--- src/rtl/comp3_pkg.sv ---
package comp3_pkg;
  localparam int NTAP   = 8;
  localparam int TAP_B0 = 0;
  localparam int TAP_B1 = 1;
  localparam int TAP_B2 = 2;
  localparam int TAP_A1 = 3;
  localparam int TAP_A2 = 4;
  localparam int TAP_C0 = 5;
  localparam int TAP_C1 = 6;
  localparam int TAP_D1 = 7;
endpackage

--- src/rtl/comp3_coef_ram.sv ---
module comp3_coef_ram #(
  parameter int CW    = 16,
  parameter int DEPTH = 32,
  localparam int AW   = $clog2(DEPTH)
) (
  input  logic                 clk,
  input  logic                 we,
  input  logic [AW-1:0]        waddr,
  input  logic signed [CW-1:0] wdata,
  input  logic [AW-1:0]        raddr,
  output logic signed [CW-1:0] rdata
);
  logic signed [CW-1:0] mem [DEPTH];

  // single write port, registered read: maps onto one block RAM
  always_ff @(posedge clk) begin
    if (we) mem[waddr] <= wdata;
    rdata <= mem[raddr];
  end
endmodule

--- src/rtl/comp3_sat_mac.sv ---
module comp3_sat_mac #(
  parameter int CW = 16,
  parameter int SW = 18,
  parameter int AW = 32
) (
  input  logic signed [CW-1:0] coef,
  input  logic signed [SW-1:0] opnd,
  input  logic signed [AW-1:0] acc_in,
  input  logic                 fresh,
  output logic signed [AW-1:0] acc_out
);
  localparam int PW   = CW + SW;
  localparam int SUMW = ((PW > AW) ? PW : AW) + 1;
  localparam logic signed [SUMW-1:0] HI = {{(SUMW-AW+1){1'b0}}, {(AW-1){1'b1}}};
  localparam logic signed [SUMW-1:0] LO = {{(SUMW-AW+1){1'b1}}, {(AW-1){1'b0}}};

  logic signed [PW-1:0]   prod;
  logic signed [SUMW-1:0] base, pext, sum;

  always_comb begin
    prod = coef * opnd;
    pext = {{(SUMW-PW){prod[PW-1]}}, prod};
    base = fresh ? '0 : {{(SUMW-AW){acc_in[AW-1]}}, acc_in};
    sum  = base + pext;
    if (sum > HI)      acc_out = {1'b0, {(AW-1){1'b1}}};
    else if (sum < LO) acc_out = {1'b1, {(AW-1){1'b0}}};
    else               acc_out = sum[AW-1:0];
  end
endmodule

--- src/rtl/comp3_clamp.sv ---
module comp3_clamp #(
  parameter int SW = 18,
  parameter int DW = 16
) (
  input  logic signed [SW-1:0] val,
  input  logic [DW-1:0]        lo,
  input  logic [DW-1:0]        hi,
  output logic [DW-1:0]        q
);
  logic signed [SW:0] v, l, h;

  always_comb begin
    v = {val[SW-1], val};
    l = {{(SW+1-DW){1'b0}}, lo};
    h = {{(SW+1-DW){1'b0}}, hi};
    if (v > h)      q = hi;   // upper limit checked first
    else if (v < l) q = lo;
    else            q = val[DW-1:0];
  end
endmodule

--- src/rtl/comp3_core.sv ---
module comp3_core
  import comp3_pkg::*;
#(
  parameter int XW    = 6,
  parameter int CW    = 16,
  parameter int FRAC  = 14,
  parameter int SW    = 18,
  parameter int AW    = 32,
  parameter int DW    = 16,
  parameter int NBANK = 4,
  localparam int BW   = (NBANK > 1) ? $clog2(NBANK) : 1,
  localparam int TW   = $clog2(NTAP)
) (
  input  logic                 clk,
  input  logic                 rst,
  input  logic                 clr,
  input  logic                 trig,
  input  logic signed [XW-1:0] err_in,
  input  logic [BW-1:0]        bank_sel,
  input  logic [DW-1:0]        duty_min,
  input  logic [DW-1:0]        duty_max,
  input  logic                 cw_en,
  input  logic [BW-1:0]        cw_bank,
  input  logic [TW-1:0]        cw_tap,
  input  logic signed [CW-1:0] cw_data,
  output logic [DW-1:0]        duty,
  output logic                 duty_vld
);
  localparam int STW   = $clog2(NTAP + 1);
  localparam int DEPTH = (1 << BW) * NTAP;
  localparam logic [STW-1:0] LAST = STW'(NTAP);
  localparam logic signed [AW-1:0] NMAX = {{(AW-SW+1){1'b0}}, {(SW-1){1'b1}}};
  localparam logic signed [AW-1:0] NMIN = {{(AW-SW+1){1'b1}}, {(SW-1){1'b0}}};

  function automatic logic signed [SW-1:0] narrow(input logic signed [AW-1:0] a);
    logic signed [AW-1:0] s;
    s = a >>> FRAC;
    if (s > NMAX)      narrow = {1'b0, {(SW-1){1'b1}}};
    else if (s < NMIN) narrow = {1'b1, {(SW-1){1'b0}}};
    else               narrow = s[SW-1:0];
  endfunction

  logic                 busy;
  logic [STW-1:0]       step;
  logic [BW-1:0]        bank_l;
  logic signed [XW-1:0] x_cur, x1, x2;
  logic signed [SW-1:0] y1_1, y1_2, u_1;
  logic signed [AW-1:0] acc, mac_out;
  logic signed [SW-1:0] acc_n, opnd;
  logic signed [CW-1:0] coef_q;
  logic [DW-1:0]        clamp_q;
  logic                 start, fresh;
  logic [BW-1:0]        rd_bank;
  logic [TW-1:0]        rd_tap;

  assign start = trig && !busy && !clr;
  assign acc_n = narrow(acc);
  assign fresh = (step == STW'(TAP_B0)) || (step == STW'(TAP_C0));

  // coefficient for step k is fetched one cycle ahead
  always_comb begin
    if (busy) begin
      rd_bank = bank_l;
      rd_tap  = TW'(step + 1'b1);
    end else begin
      rd_bank = bank_sel;
      rd_tap  = TW'(TAP_B0);
    end
  end

  always_comb begin
    case (step)
      STW'(TAP_B0): opnd = {{(SW-XW){x_cur[XW-1]}}, x_cur};
      STW'(TAP_B1): opnd = {{(SW-XW){x1[XW-1]}}, x1};
      STW'(TAP_B2): opnd = {{(SW-XW){x2[XW-1]}}, x2};
      STW'(TAP_A1): opnd = y1_1;
      STW'(TAP_A2): opnd = y1_2;
      STW'(TAP_C0): opnd = acc_n;   // first-section output, just finished
      STW'(TAP_C1): opnd = y1_2;    // delay line already shifted
      STW'(TAP_D1): opnd = u_1;
      default:      opnd = '0;
    endcase
  end

  comp3_coef_ram #(.CW(CW), .DEPTH(DEPTH)) u_ram (
    .clk  (clk),
    .we   (cw_en),
    .waddr({cw_bank, cw_tap}),
    .wdata(cw_data),
    .raddr({rd_bank, rd_tap}),
    .rdata(coef_q)
  );

  comp3_sat_mac #(.CW(CW), .SW(SW), .AW(AW)) u_mac (
    .coef   (coef_q),
    .opnd   (opnd),
    .acc_in (acc),
    .fresh  (fresh),
    .acc_out(mac_out)
  );

  comp3_clamp #(.SW(SW), .DW(DW)) u_clamp (
    .val(acc_n),
    .lo (duty_min),
    .hi (duty_max),
    .q  (clamp_q)
  );

  always_ff @(posedge clk) begin
    if (rst) begin
      busy     <= 1'b0;
      step     <= '0;
      bank_l   <= '0;
      x_cur    <= '0;
      x1       <= '0;
      x2       <= '0;
      y1_1     <= '0;
      y1_2     <= '0;
      u_1      <= '0;
      acc      <= '0;
      duty     <= '0;
      duty_vld <= 1'b0;
    end else begin
      duty_vld <= 1'b0;
      if (clr) begin
        busy <= 1'b0;
        step <= '0;
        x1   <= '0;
        x2   <= '0;
        y1_1 <= '0;
        y1_2 <= '0;
        u_1  <= '0;
      end else if (start) begin
        busy   <= 1'b1;
        step   <= '0;
        x_cur  <= err_in;
        bank_l <= bank_sel;
      end else if (busy) begin
        step <= step + 1'b1;
        if (step < LAST) acc <= mac_out;
        if (step == STW'(TAP_C0)) begin
          x2   <= x1;
          x1   <= x_cur;
          y1_2 <= y1_1;
          y1_1 <= acc_n;
        end
        if (step == LAST) begin
          duty     <= clamp_q;
          u_1      <= {{(SW-DW){1'b0}}, clamp_q};
          duty_vld <= 1'b1;
          busy     <= 1'b0;
        end
      end
    end
  end

  // a result always lies inside a consistent window
  p_in_window_r4: assert property (@(posedge clk) disable iff (rst)
    duty_vld && $past(duty_min <= duty_max) |->
      (duty >= $past(duty_min)) && (duty <= $past(duty_max)));

  // strobe lasts one cycle
  p_vld_pulse_r7: assert property (@(posedge clk) disable iff (rst)
    duty_vld |=> !duty_vld);

  // output moves only together with its strobe
  p_duty_hold_r7: assert property (@(posedge clk) disable iff (rst)
    !$stable(duty) |-> duty_vld);

  // a strobe only ends a running computation
  p_vld_src_r7: assert property (@(posedge clk) disable iff (rst)
    duty_vld |-> $past(busy));

  // the latched bank cannot move inside a computation
  p_bank_hold_r6: assert property (@(posedge clk) disable iff (rst)
    busy && $past(busy) |-> $stable(bank_l));

  // clear empties the delay line and stops the sequencer
  p_clear_r9: assert property (@(posedge clk) disable iff (rst)
    clr |=> !busy && !duty_vld && x1 == '0 && x2 == '0 &&
            y1_1 == '0 && y1_2 == '0 && u_1 == '0);
endmodule

--- config.mk ---
export PLATFORM = sky130hd
export DESIGN_NAME = comp3_core
export DESIGN_NICKNAME = d
export VERILOG_FILES = /design/src/rtl/comp3_pkg.sv /design/src/rtl/comp3_coef_ram.sv /design/src/rtl/comp3_sat_mac.sv /design/src/rtl/comp3_clamp.sv /design/src/rtl/comp3_core.sv
export SDC_FILE = /design/constraint.sdc
export NUM_CORES = 2
export LEC_CHECK = 0
export ABC_CLOCK_PERIOD_IN_PS = 10400
export BUFFER_PORTS_ARGS = -buffer_cell sky130_fd_sc_hd__buf_2
export CORE_MARGIN = 2
export CORE_UTILIZATION = 60
export CTS_BUF_LIST = sky130_fd_sc_hd__clkbuf_4 sky130_fd_sc_hd__clkbuf_8
export DETAILED_ROUTE_END_ITERATION = 8
export GPL_ROUTABILITY_DRIVEN = 0
export PLACE_DENSITY = 0.81
export SYNTH_ARGS = -nofsm -noshare
export SYNTH_HDL_FRONTEND = slang
export SYNTH_SLANG_ARGS = --single-unit
export TNS_END_PERCENT = 1
--- constraint.sdc ---
create_clock -name clk -period 10.4 [get_ports clk]
set_input_delay 0.52 -clock clk [delete_from_list [all_inputs] [get_ports clk]]
set_output_delay 0.52 -clock clk [all_outputs]
set_load 0.1 [all_outputs]
* Yosys cells after proc, flatten, opt, wreduce, memory -nomap -nowiden
Memory sizes are Yosys's and may differ from the RTL's. A register that Yosys moved wholly into a read port is not among the register bits.
Index checks and enable logic that the tools add are counted.
** Storage, ports and cells
- Input bits :: 66
- Memory bits (writable) :: 512
- Memories :: 1
- Bits in read-only memories :: 0
- Register bits after elaboration :: 126
- Output and inout port bits :: 17
- Bits in latches :: 0
** Memories
- u_ram.mem :: depth 32, bits a word 16, rd ports 1, clocked after memory_dff 1, wr ports 1, line comp3_coef_ram.sv:13 : logic signed [CW-1:0] mem [DEPTH];
** Operators by class
- Reductions and logical operators :: 15
- Equal/unequal tests :: 8
- Divide/modulo/power cells :: 0
- Mux-type cells :: 16
- $add $sub $neg :: 2
- Bitwise logic cells :: 3
- Multiply operators :: 1
- $lt $le $gt $ge :: 7
- Shifts and indexed selects :: 0
** Operators with widths (count)
- case mux 18 bit (7 select lines) :: 1
- 2-to-1 mux 32 bit :: 2
- 2-to-1 mux 18 bit :: 2
- adder 35 x 34 -> 35 bit :: 1
- greater-than comparator 35 x 32 -> 1 bit, second input constant :: 1
- less-than comparator 35 x 32 -> 1 bit, second input constant :: 1
- 2-to-1 mux 35 bit :: 1
- multiplier 16 x 18 -> 34 bit :: 1
- 2-to-1 mux 16 bit :: 2
- greater-than comparator 18 x 17 -> 1 bit :: 1
- greater-than comparator 18 bit, second input constant :: 1
- less-than comparator 18 x 17 -> 1 bit :: 1
- less-than comparator 18 bit, second input constant :: 1
- == test 4 x 3 -> 1 bit, second input constant :: 4
- == test 4 x 2 -> 1 bit, second input constant :: 2
- AND reduction 4 bit :: 2
- 2-to-1 mux 1 bit :: 6
- AND reduction 3 bit :: 2
- adder 4 x 1 -> 4 bit, second input constant :: 1
- == test 4 x 1 -> 1 bit, second input constant :: 1
- == test 4 bit, second input constant :: 1
- zero test 4 bit :: 1
- less-than comparator 4 bit, second input constant :: 1
- OR reduction 2 bit :: 2
- 9 further kinds :: 13

* Depth between registers and ports, before layout
- Depth after elaboration :: 9
- Depth in mapped cells :: 34
- Mapped depth without buffers :: 29

* By module
Synthesis repeated with hierarchy kept, for this count alone.
** Unflattened totals
- Cells, all modules :: 3385
- Area total of the unflattened synthesis :: 40089.7 µm²
** Modules (own cells, without submodules)
- comp3_coef_ram :: area each 20534.7 µm², cells an instance 1143, times used 1
- comp3_sat_mac :: area each 12774.8 µm², cells an instance 1418, times used 1
- comp3_core :: area each 5217.5 µm², cells an instance 619, times used 1
- comp3_clamp :: area each 1562.7 µm², cells an instance 205, times used 1

* Worst setup path after synthesis
Ideal clock, no wire load.
- Path kind :: reg2reg
- From :: register step[0]
- To :: register acc[10]
- Data required time :: 10.254 ns
- Library setup time :: 0.146 ns
- Cell stages (with the launch flop) :: 32
- Setup slack :: 1.936 ns
- Data arrival time :: 8.318 ns
- Buffers on the path :: 7
- Clock period less this slack :: 8.464 ns
- Path through :: dfxtp_1 inv_1 clkbuf_1 clkbuf_1 ha_1 o21a_1 clkbuf_1 clkbuf_1 nand2_1 nand3_1 clkbuf_1 nand2_1 fa_1 fa_1 inv_1 fa_1 fa_1 fa_1 inv_1 fa_1 inv_1 ha_1 clkbuf_1 a21oi_1 o21ai_0 or2_2 o2111a_1 a211oi_2 o211ai_2 a21oi_4 buf_8 a211oi_2
** On the way
- Longest elaborated chain between the ends :: 8
** Ends and longest elaborated chain
- start, declared :: line comp3_core.sv:44 : logic [STW-1:0] step;
- start signal, assigned :: line comp3_core.sv:139 : step <= step + 1'b1;
- == test 4 x 3 -> 1 bit :: line comp3_core.sv:72 : case (step)
- OR reduction 2 bit (no source line)
- case mux 18 bit (7 select lines) :: line comp3_core.sv:72
- multiplier 16 x 18 -> 34 bit :: line comp3_sat_mac.sv:21 : prod = coef * opnd;
- adder 35 x 34 -> 35 bit :: line comp3_sat_mac.sv:24 : sum = base + pext;
- less-than comparator 35 x 32 -> 1 bit :: line comp3_sat_mac.sv:26 : else if (sum < LO) acc_out = {1'b1, {(AW-1){1'b0}}};
- 2-to-1 mux 32 bit :: line comp3_sat_mac.sv:26
- 2-to-1 mux 32 bit :: line comp3_sat_mac.sv:25 : if (sum > HI) acc_out = {1'b0, {(AW-1){1'b1}}};
- end signal, assigned :: line comp3_core.sv:140 : if (step < LAST) acc <= mac_out;
- end, declared :: line comp3_core.sv:48 : logic signed [AW-1:0] acc, mac_out;
Several ways; a longest one is shown, not always the timed one.
A chain may end at the register's enable or synchronous reset.

* Worst setup path after layout
- From :: register step[0]
- To :: register acc[5]
The elaborated chain is that of the path after synthesis.

==> impl_metrics.toml <==
[setup_path]
crit_type = "flip-flop to flip-flop"
critical_path.max_stage_delay_ns = 0.71
worstPathMaxFanout = 41
critical_path_arrival_ns = 10.11
r2r_setup_slack_ns = 0.89
cpMostUsedCell = "fa_1"
cpMaxStageDelayCell = "nand3_1"
worstSetupStartpoint = "step[0]$_SDFFE_PP0P_"
critPathLaunchType = "flip-flop"
cp.required_ns = 10.99
r2r_start = "step[0]$_SDFFE_PP0P_"
end_kind = "flip-flop"
reg2reg_depth = 29
r2r_end = "acc[5]$_SDFFE_PP0P_"

[synthesis]
netlist_instances = 3108
synth_top_family_by_area = "adder cells"
synth.avg_cell_area_um2 = 12.4
synthAdderAreaFrac_pct = 21.4
synth_area_um2 = 38600
yosysWarnings = 0
synth_compound_area_share_pct = 9.74
yosysTopAreaCell = "edfxtp_1"
synth_flop_cell = "edfxtp_1"
synth_simple_gate_area_share_pct = 8.58
async_flop_share_pct = 0
synthMuxAreaShare_pct = 6.40
synth_cell_type_count = 68
synth_xor_area_share_pct = 0.835
ys_ff_latch = 654
ys_seq_area_share_pct = 47.1
syn_nets = 3639
synth_edf_count = 512
synth_top_area_share_pct = 39.8
ys_top_cells_by_area = "edfxtp_1 (40%), fa_1 (17%), dfxtp_1 (7.4%)"

[floorplanning]
io_pins = 83
die_x_um = 258
core_um2 = 64100
die-area_um2 = 66400
rows = 93
die_h_um = 258
initial_core_util_pct = 60.3

[routing]
wl_per_cell_um = 22.8
drt_iter0_drc = 2726
route.detailed.drc = 0
via_per_inst = 6.17
drt-total-wl_um = 93300
postRouteAntennaNets = 0
vias = 25300
firstDrtPassIters = 8

[hold_path]
worstHoldStart = "err_in[4]"
whs_endpoint = "x_cur[4]$_SDFFE_PP0P_"
hp-class = "input port to flip-flop"
holdPathStages = 3

[grt]
grt_start_max_net_pins = 150
overflow = 0
antenna_found_initial = 1
grt_pass1_wl_um = 148000
grtUsageTotal_pct = 28.8
grt_pass1_vias = 27300

[job]
maxCapViolations = 0

[final_layout]
diodes = 0
area_growth_pct = 8.62
design_area_um2 = 42000
fin_nets = 3694
drive_above_1_share_pct = 14.4

[cts]
ctsHoldBuffers = 0
cts_root_buffer = "clkbuf_8"
cts_inserted_buffers = 99
htreeDepth = 3
cts_buffer_depth = 3
post_cts_buffers = 0
path_clk_slew_ns = 0.06
cts.sinks = 654
tritoncts = "built"
insertion_delay_ns = 0.74

[timing]
worst_pin_slew_ns = 1.31
clock_skew_ns = 0.0603
max_freq_mhz = 105
rsz0062_at_grt = "no"
finalSetupViolCount = 0
post-route-min-period_ns = 9.51
hold_ws_ns = 0.0287
drv_slew = 0
timing.setup.tns_ns = 0
hold_viol = 0
max_slew_margin_pct = 12.6
period_share_pct = 91.5

[power_and_ir_drop]
p_leak_nw = 16.7
ir_worst_vdd_mv = 0.250
finalPower_w = 0.00764
power-per-cell-area_nw_per_um2 = 182

[place]
place_hpwl_um = 62800
portBuffers = 82
placed_cell_area_um2 = 39900

[outcome]
status = "complete, no violations"
[worst max-delay path by stage]
stage | endpoint | slack [ns] | cells past startpoint
6_report | acc[5]$_SDFFE_PP0P_ | 0.89 | 29
5_1_grt | acc[5]$_SDFFE_PP0P_ | 0.25 | 29
4_1_cts | acc[5]$_SDFFE_PP0P_ | 0.67 | 27
3_5_place_dp | acc[14]$_SDFFE_PP0P_ | 0.78 | 27
3_3_place_gp | acc[14]$_SDFFE_PP0P_ | 1.16 | 28
2_1_floorplan | acc[10]$_SDFFE_PP0P_ | 1.94 | 31
[metal layers]
layer	GRT usage, %	vias up	share of wire, %
li1	-	11000	-
met1	36.2	12700	37
met4	13.5	0	4.7
met5	0	-	0
met2	49.1	1254	50
met3	4.96	301	7.7
[cell type report]
class	count	area, um2
clock buffers	153	1840
clock inverters	25	246
fillers	4433	22100
inverters	409	1540
multi-input cells	1862	18200
flip-flops and latches	654	18200
well taps	855	1070
repair buffers	137	836
[synthesized netlist by cell type (12+ instances only)]
cell type / count
nand3_1: 26
a211oi_2: 23
fa_1: 328
o21ai_0: 97
inv_1: 409
ha_1: 137
nand2_1: 269
a311oi_1: 16
buf_1: 17
and2_1: 201
o31ai_1: 34
mux2_2: 17
o21ai_1: 18
a21oi_1: 102
edfxtp_1: 512
a22oi_1: 34
a21o_1: 13
dfxtp_1: 142
xnor2_1: 25
o221ai_1: 64
mux4_2: 96
a211oi_1: 26
clkbuf_1: 160
o21bai_1: 12
o22ai_1: 65
nor2_1: 131
mux2i_1: 12
[cell usage in the layout (no fill, tap or decap), types with 25 or more instances in the layout]
cell	instances
edfxtp_1	512
inv_1	408
fa_1	328
nand2_1	267
and2_1	201
dfxtp_1	142
ha_1	137
nor2_1	130
clkbuf_8	111
a21oi_1	101
o21ai_0	97
mux4_2	96
buf_2	82
o22ai_1	65
o221ai_1	64
buf_4	54
clkbuf_4	42
a22oi_1	34
o31ai_1	34
a211oi_1	26
nand3_1	25
xnor2_1	25
[where the power goes]
group	switching, W	total, W	internal, W
clock network	0.00100	0.00219	0.00119
registers	0.0000610	0.00292	0.00286
logic	0.00159	0.00253	0.000949
[what timing repair did]
action	CTS	global route
endpoints found under the hold margin	0	0
resized for setup	0	2
endpoints found under the setup margin	0	27
[through the flow]
stage / instances / worst slack (ns) / utilization (%)
after floorplan: 3108 / 1.94 / -
after global placement: 3916 / 1.16 / 62.2
after detailed placement: 3916 / 0.776 / 62.2
after CTS: 4094 / 0.671 / 65.4
after global routing: 4095 / 0.248 / 65.5
final: 4095 / 0.889 / 65.5
[registers in the layout (all words and copies together), names as in the netlist]
signal,cells
u_ram.mem,512
acc,32
y1_1,18
y1_2,18
duty,16
u_1,16
u_ram.rdata,16
x1,6
x2,6
x_cur,6
step,4
bank_l,2
busy,1
duty_vld,1
[critical path: cells and delay by family, from the launching register on]
kind | cells | cell delay, ns
AOI/OAI and AO/OA | 9 | 1.99
adders and majority gates | 8 | 3.66
DFF | 1 | 0.46
and+or+nand+nor | 5 | 2.18
buffers and inverters | 7 | 1.03
[cells by family after synthesis]
group	count (synthesis)
and+or+nand+nor	689
DFF	654
buffers and inverters	593
AOI/OAI and AO/OA	546
adders and majority gates	465
muxes	125
xor gates and xnor gates	36
No activity file was read; power rests on OpenSTA's default activity.
